### src/rtl/adcseq_pkg.sv
package adcseq_pkg;

  typedef enum logic [1:0] {
    OP_RESET   = 2'd0,
    OP_RANGE   = 2'd1,
    OP_CONVERT = 2'd2,
    OP_RSVD    = 2'd3
  } adc_op_e;

  typedef enum logic {
    FK_CMD  = 1'b0,
    FK_PROG = 1'b1
  } frame_kind_e;

  localparam int unsigned WORD_W   = 32;
  localparam int unsigned LEN_W    = 6;
  localparam int unsigned CMD_LEN  = 32;
  localparam int unsigned PROG_LEN = 24;
  localparam int unsigned RESULT_W = 16;

  localparam logic [7:0] CODE_RESET = 8'h85;
  localparam logic [7:0] CODE_NOOP  = 8'h00;
  localparam logic [7:0] CODE_CHSEL = 8'hC0;
  localparam logic [6:0] ADDR_RANGE = 7'h05;

  function automatic logic range_code_legal(input logic [7:0] c);
    return (c == 8'd0) || (c == 8'd1) || (c == 8'd2) || (c == 8'd5) || (c == 8'd6);
  endfunction

endpackage

### src/rtl/adcseq_frame.sv
module adcseq_frame
  import adcseq_pkg::*;
(
  input  frame_kind_e        kind,
  input  logic [7:0]         cmd_code,
  input  logic [6:0]         reg_addr,
  input  logic [7:0]         reg_val,
  output logic [WORD_W-1:0]  word,
  output logic [LEN_W-1:0]   nbits
);
  // Frames are left-aligned: the first bit on the wire is word[WORD_W-1].
  always_comb begin
    if (kind == FK_PROG) begin
      word  = {reg_addr, 1'b1, reg_val, 8'h00, 8'h00};
      nbits = LEN_W'(PROG_LEN);
    end else begin
      word  = {cmd_code, 8'h00, 16'h0000};
      nbits = LEN_W'(CMD_LEN);
    end
  end
endmodule

### src/rtl/adcseq_reqcheck.sv
module adcseq_reqcheck
  import adcseq_pkg::*;
#(
  parameter int unsigned NUM_CH = 8
) (
  input  logic [1:0] op,
  input  logic [2:0] chan,
  input  logic [7:0] code,
  output logic       legal
);
  logic chan_ok;

  generate
    if (NUM_CH >= 8) begin : g_full
      assign chan_ok = 1'b1;
    end else begin : g_part
      assign chan_ok = ({1'b0, chan} < 4'(NUM_CH));
    end
  endgenerate

  always_comb begin
    unique case (adc_op_e'(op))
      OP_RESET:   legal = 1'b1;
      OP_RANGE:   legal = chan_ok && range_code_legal(code);
      OP_CONVERT: legal = chan_ok;
      default:    legal = 1'b0;
    endcase
  end
endmodule

### src/rtl/adcseq_spi_engine.sv
module adcseq_spi_engine
  import adcseq_pkg::*;
#(
  parameter int unsigned DIV = 4
) (
  input  logic               clk,
  input  logic               rst_n,
  input  logic               start,
  input  logic [WORD_W-1:0]  tx_word,
  input  logic [LEN_W-1:0]   tx_len,
  output logic [WORD_W-1:0]  rx_word,
  output logic               done,
  output logic               sclk,
  output logic               cs_n,
  output logic               mosi,
  input  logic               miso
);
  localparam int unsigned HALF = DIV / 2;
  localparam int unsigned GAP  = 2 * DIV;
  localparam int unsigned CW   = $clog2(GAP + 1);
  localparam logic [CW-1:0] HALF_LAST = CW'(HALF - 1);
  localparam logic [CW-1:0] GAP_LAST  = CW'(GAP - 1);

  typedef enum logic [2:0] {E_IDLE, E_LEAD, E_HIGH, E_LOW, E_TAIL, E_GAP} eng_st_e;

  eng_st_e             st;
  logic [CW-1:0]       cnt;
  logic [LEN_W-1:0]    left;
  logic [WORD_W-1:0]   sh;

  always_ff @(posedge clk or negedge rst_n) begin
    if (!rst_n) begin
      st      <= E_IDLE;
      cnt     <= '0;
      left    <= '0;
      sh      <= '0;
      rx_word <= '0;
      done    <= 1'b0;
      sclk    <= 1'b0;
      cs_n    <= 1'b1;
      mosi    <= 1'b0;
    end else begin
      done <= 1'b0;
      unique case (st)
        E_IDLE: begin
          if (start) begin
            sh      <= tx_word;
            left    <= tx_len;
            rx_word <= '0;
            cnt     <= '0;
            cs_n    <= 1'b0;
            st      <= E_LEAD;
          end
        end
        E_LEAD, E_LOW: begin
          if (cnt == HALF_LAST) begin
            cnt  <= '0;
            sclk <= 1'b1;
            mosi <= sh[WORD_W-1];
            sh   <= {sh[WORD_W-2:0], 1'b0};
            st   <= E_HIGH;
          end else begin
            cnt <= cnt + 1'b1;
          end
        end
        E_HIGH: begin
          if (cnt == HALF_LAST) begin
            cnt     <= '0;
            sclk    <= 1'b0;
            rx_word <= {rx_word[WORD_W-2:0], miso};
            left    <= left - 1'b1;
            st      <= (left == LEN_W'(1)) ? E_TAIL : E_LOW;
          end else begin
            cnt <= cnt + 1'b1;
          end
        end
        E_TAIL: begin
          if (cnt == HALF_LAST) begin
            cnt  <= '0;
            cs_n <= 1'b1;
            mosi <= 1'b0;
            st   <= E_GAP;
          end else begin
            cnt <= cnt + 1'b1;
          end
        end
        E_GAP: begin
          if (cnt == GAP_LAST) begin
            cnt  <= '0;
            done <= 1'b1;
            st   <= E_IDLE;
          end else begin
            cnt <= cnt + 1'b1;
          end
        end
        default: st <= E_IDLE;
      endcase
    end
  end
endmodule

### src/rtl/adcseq_top.sv
module adcseq_top
  import adcseq_pkg::*;
#(
  parameter int unsigned DIV    = 4,
  parameter int unsigned NUM_CH = 8
) (
  input  logic        clk,
  input  logic        rst_n,
  input  logic        req_valid,
  output logic        req_ready,
  input  logic [1:0]  req_op,
  input  logic [2:0]  req_chan,
  input  logic [7:0]  req_code,
  output logic        rsp_done,
  output logic        rsp_err,
  output logic [15:0] rsp_data,
  output logic        spi_sclk,
  output logic        spi_cs_n,
  output logic        spi_mosi,
  input  logic        spi_miso
);
  typedef enum logic [2:0] {T_BOOT, T_BOOTW, T_IDLE, T_F1, T_F2} top_st_e;

  top_st_e            st;
  adc_op_e            op_q;
  logic               start_q;
  logic [WORD_W-1:0]  tx_q;
  logic [LEN_W-1:0]   len_q;

  logic               req_legal;
  frame_kind_e        f_kind;
  logic [7:0]         f_code;
  logic [6:0]         f_addr;
  logic [WORD_W-1:0]  f_word;
  logic [LEN_W-1:0]   f_len;
  logic [WORD_W-1:0]  eng_rx;
  logic               eng_done;

  adcseq_reqcheck #(.NUM_CH(NUM_CH)) u_chk_req (
    .op    (req_op),
    .chan  (req_chan),
    .code  (req_code),
    .legal (req_legal)
  );

  // Select the next frame to issue from the current state or the pending request.
  always_comb begin
    f_kind = FK_CMD;
    f_code = CODE_RESET;
    f_addr = ADDR_RANGE + {4'b0000, req_chan};
    if (st == T_F1) begin
      f_code = CODE_NOOP;
    end else if (st == T_IDLE) begin
      unique case (adc_op_e'(req_op))
        OP_RANGE:   f_kind = FK_PROG;
        OP_CONVERT: f_code = CODE_CHSEL + {3'b000, req_chan, 2'b00};
        default:    f_code = CODE_RESET;
      endcase
    end
  end

  adcseq_frame u_frame (
    .kind     (f_kind),
    .cmd_code (f_code),
    .reg_addr (f_addr),
    .reg_val  (req_code),
    .word     (f_word),
    .nbits    (f_len)
  );

  adcseq_spi_engine #(.DIV(DIV)) u_eng (
    .clk     (clk),
    .rst_n   (rst_n),
    .start   (start_q),
    .tx_word (tx_q),
    .tx_len  (len_q),
    .rx_word (eng_rx),
    .done    (eng_done),
    .sclk    (spi_sclk),
    .cs_n    (spi_cs_n),
    .mosi    (spi_mosi),
    .miso    (spi_miso)
  );

  assign req_ready = (st == T_IDLE);

  always_ff @(posedge clk or negedge rst_n) begin
    if (!rst_n) begin
      st       <= T_BOOT;
      op_q     <= OP_RESET;
      start_q  <= 1'b0;
      tx_q     <= '0;
      len_q    <= '0;
      rsp_done <= 1'b0;
      rsp_err  <= 1'b0;
      rsp_data <= '0;
    end else begin
      start_q  <= 1'b0;
      rsp_done <= 1'b0;
      unique case (st)
        T_BOOT: begin
          start_q <= 1'b1;
          tx_q    <= f_word;
          len_q   <= f_len;
          st      <= T_BOOTW;
        end
        T_BOOTW: begin
          if (eng_done) st <= T_IDLE;
        end
        T_IDLE: begin
          if (req_valid) begin
            if (!req_legal) begin
              rsp_done <= 1'b1;
              rsp_err  <= 1'b1;
              rsp_data <= '0;
            end else begin
              start_q <= 1'b1;
              tx_q    <= f_word;
              len_q   <= f_len;
              op_q    <= adc_op_e'(req_op);
              st      <= T_F1;
            end
          end
        end
        T_F1: begin
          if (eng_done) begin
            if (op_q == OP_CONVERT) begin
              start_q <= 1'b1;
              tx_q    <= f_word;
              len_q   <= f_len;
              st      <= T_F2;
            end else begin
              rsp_done <= 1'b1;
              rsp_err  <= 1'b0;
              rsp_data <= '0;
              st       <= T_IDLE;
            end
          end
        end
        T_F2: begin
          if (eng_done) begin
            rsp_done <= 1'b1;
            rsp_err  <= 1'b0;
            rsp_data <= eng_rx[RESULT_W-1:0];
            st       <= T_IDLE;
          end
        end
        default: st <= T_IDLE;
      endcase
    end
  end
endmodule

### config.mk
export PLATFORM = sky130hd
export DESIGN_NAME = adcseq_top
export DESIGN_NICKNAME = d
export VERILOG_FILES = /design/src/rtl/adcseq_pkg.sv /design/src/rtl/adcseq_frame.sv /design/src/rtl/adcseq_reqcheck.sv /design/src/rtl/adcseq_spi_engine.sv /design/src/rtl/adcseq_top.sv
export SDC_FILE = /design/constraint.sdc
export NUM_CORES = 1
export LEC_CHECK = 0
export BUFFER_PORTS_ARGS = -buffer_cell sky130_fd_sc_hd__buf_2
export CORE_ASPECT_RATIO = 0.9
export CORE_MARGIN = 2
export CORE_UTILIZATION = 55
export DETAILED_ROUTE_END_ITERATION = 10
export GPL_ROUTABILITY_DRIVEN = 0
export GPL_TIMING_DRIVEN = 0
export PLACE_DENSITY = 0.76
export SLEW_MARGIN = 10
export SYNTH_ARGS = -nofsm -noshare
export SYNTH_HDL_FRONTEND = slang
export SYNTH_HIERARCHICAL = 1
export SYNTH_SLANG_ARGS = --single-unit
### constraint.sdc
create_clock -name clk -period 1.95 [get_ports clk]
set_input_delay 0.39 -clock clk [delete_from_list [all_inputs] [get_ports clk]]
set_output_delay 0.39 -clock clk [all_outputs]
set_load 0.01 [all_outputs]
==> results.py <==
metrics = {
    "timing": {
        "finalSetupTns_ps": -2270,
        "slew_viol_final": 0,
        "finalClockSkew_ps": 6.54,
        "rsz0062_at_grt": "true",
        "period_share_pct": 105,
        "setup_viol": 36,
        "fin_crit_ps": 2050,
        "fmax_mhz": 488,
        "worst_slack_ps": -99.0,
        "hold_violations": 0,
    },
    "setup_path": {
        "worstSetupPathType": "in2reg",
        "endpoint_kind": "flop",
        "crit_required_ps": 2250,
        "startpoint_type": "input port",
        "path_cells": "buf_6 > or4_4 > o31ai_4 > a21boi_2 > o32ai_4 > buf_4 > buf_8 > clkbuf_16 > mux2_4",
        "crit_slowest_cell": "or4_4",
        "crit_arrival_ps": 2350,
        "crit_family": "compound AO/OA/AOI/OAI gates",
        "crit_path_max_fanout": 5,
        "crit_buf_inv": 4,
        "cpPeakStageDelay_ps": 560,
    },
    "finish": {
        "area_growth_pct": 24.0,
        "drive_gt1_share_pct": 40.3,
        "antenna-diode-count": 0,
        "final_nets": 641,
        "instances_no_fill": 784,
        "postLayoutCoreUtil_pct": 70.9,
    },
    "detailed_routing": {
        "wl_um": 13100,
        "drt-pass1-iter-count": 4,
        "avgViaCountPerCell": 5.45,
        "routedWlPerCell_um": 16.7,
        "drc": 0,
        "drt-initial-drc-count": 199,
        "drtAntennaViolNets": 0,
        "via_count": 4270,
    },
    "hold_path": {
        "hold_path.class": "in2reg",
    },
    "floorplan": {
        "rows": 36,
        "die_h_um": 105,
        "fp.dieW_um": 116,
        "io_pins": 39,
        "core_area_um2": 10900,
        "start_util_pct": 57.2,
        "dieArea_um2": 12200,
    },
    "outcome": {
        "status": "finished, violations left",
        "violations": "setup timing",
    },
    "cts": {
        "cts_buffers": 17,
        "cts_root_buffer": "clkbuf_16",
        "cts_tree": "built",
        "clk-insertion-delay-late_ps": 420,
        "cts.sinks": 127,
        "htreeDepth": 4,
        "cts_buffer_depth": 2,
        "clkSlewWorstSetupHoldPaths_ps": 60,
    },
    "yosys": {
        "synthCells": 520,
        "avgSynthCellArea_um2": 12.0,
        "yosysWarnings": 6,
        "syn_area_um2": 6260,
    },
    "pwr": {
        "leakage_nw": 3.71,
        "power_mw": 9.28,
        "peakVddDrop_mv": 0.800,
        "power.density_nw_per_um2": 1200,
    },
    "grt": {
        "grt_pass1_vias": 4424,
        "antenna_found_initial": 0,
        "grt_start_max_net_pins": 78,
        "gr-total-overflow": 0,
        "grt_pass1_wl_um": 22100,
        "grt_use_total_pct": 23.4,
    },
    "place": {
        "dp_hpwl_um": 8280,
        "port_buffers": 38,
        "dp_cells": 733,
        "post-place-ws_ps": -612,
    },
    "run": {
        "cap_violations": 0,
    },
}
## metrics by stage
stage	cell area [µm²]	hold slack, ps
global placement	6790	470
CTS	7620	182
global route	7760	180
finish	7760	200
floorplan	6400	94.4
detailed placement	6820	363
## metal layers
metal	GRT usage [%]	vias to the layer above	share of wire, %
met5	0	-	0
met3	6.67	20	3.7
li1	-	2013	-
met4	7.48	0	1.4
met2	37.8	84	50
met1	30.3	2153	45
## what timing repair did
| item | 4_1_cts | 5_1_grt |
|---|---|---|
| gates resized for setup | 17 | 15 |
| hold buffers | 1 | 0 |
| buffers inserted | 8 | 8 |
| gates cloned | 0 | 2 |
| setup endpoints to repair | 39 | 73 |
| hold endpoints to repair | 50 | 0 |
| pin swaps | 2 | 2 |
## final timing paths
check                       startpoint          endpoint  slack, ps  depth (start not counted)
max                        req_code[5]          len_q[0]       -100                          9
min                           spi_miso  u_eng/rx_word[0]        200                          2
max reg2reg                      st[2]          tx_q[26]        -20                          5
min reg2reg                 u_eng/sclk        u_eng/sclk        500                          2
max in group asynchronous        rst_n        u_eng/cs_n        750                          3
min in group asynchronous        rst_n      u_eng/cnt[2]        480                          2
## registers in the layout, summed over array words and instances, names as in the netlist
signal and count:
u_eng/left 6, tx_q 32, st 3, op_q 2, u_eng/done 1, u_eng/cnt 4, u_eng/sclk 1, rsp_err 1
u_eng/sh 32, u_eng/mosi 1, len_q 6, u_eng/rx_word 16, u_eng/st 3, rsp_done 1, start_q 1, u_eng/cs_n 1
rsp_data 16
## final cells by class
class | count | area (µm²)
inverter | 10 | 37.5
clock inverter | 13 | 188
tap | 152 | 190
clock buffer | 19 | 453
multi-input combinational | 351 | 2870
timing repair buffer | 58 | 412
buffer | 54 | 428
fill | 753 | 3190
sequential | 127 | 3180
## where the power goes
part / total, mW / internal (mW) / switching [mW]
clock: 3.39 / 2.20 / 1.18
sequential: 3.59 / 3.21 / 0.383
combinational: 2.30 / 1.04 / 1.26
## worst reg2reg max path: stages, from the launching register on
cell and delay, ps:
dfrtp_2 400, or3b_4 440, nor3b_4 230, buf_6 180, mux2_2 350, mux2_4 250
## layout by cell type (no fill, tap or decap), drive strengths merged, types with 2 or more instances in the layout
cell / n
dfrtp: 126
buf: 101
nor2: 49
mux2: 47
a21oi: 47
mux2i: 32
clkbuf: 29
conb: 24
and3: 17
a22o: 17
a31o: 16
and2: 11
o21ai: 11
inv: 10
nor3b: 7
nand2b: 6
clkinvlp: 6
ha: 5
nand2: 4
bufinv: 4
or2: 4
or3b: 4
a21o: 3
o21a: 3
nor2b: 3
nand3b: 3
clkinv: 3
and3b: 3
a31oi: 3
a211o: 2
nand3: 2
nor4b: 2
nor3: 2
a211oi: 2
a22oi: 2
a21boi: 2
o32ai: 2
No activity file was read; power rests on OpenSTA's default activity.
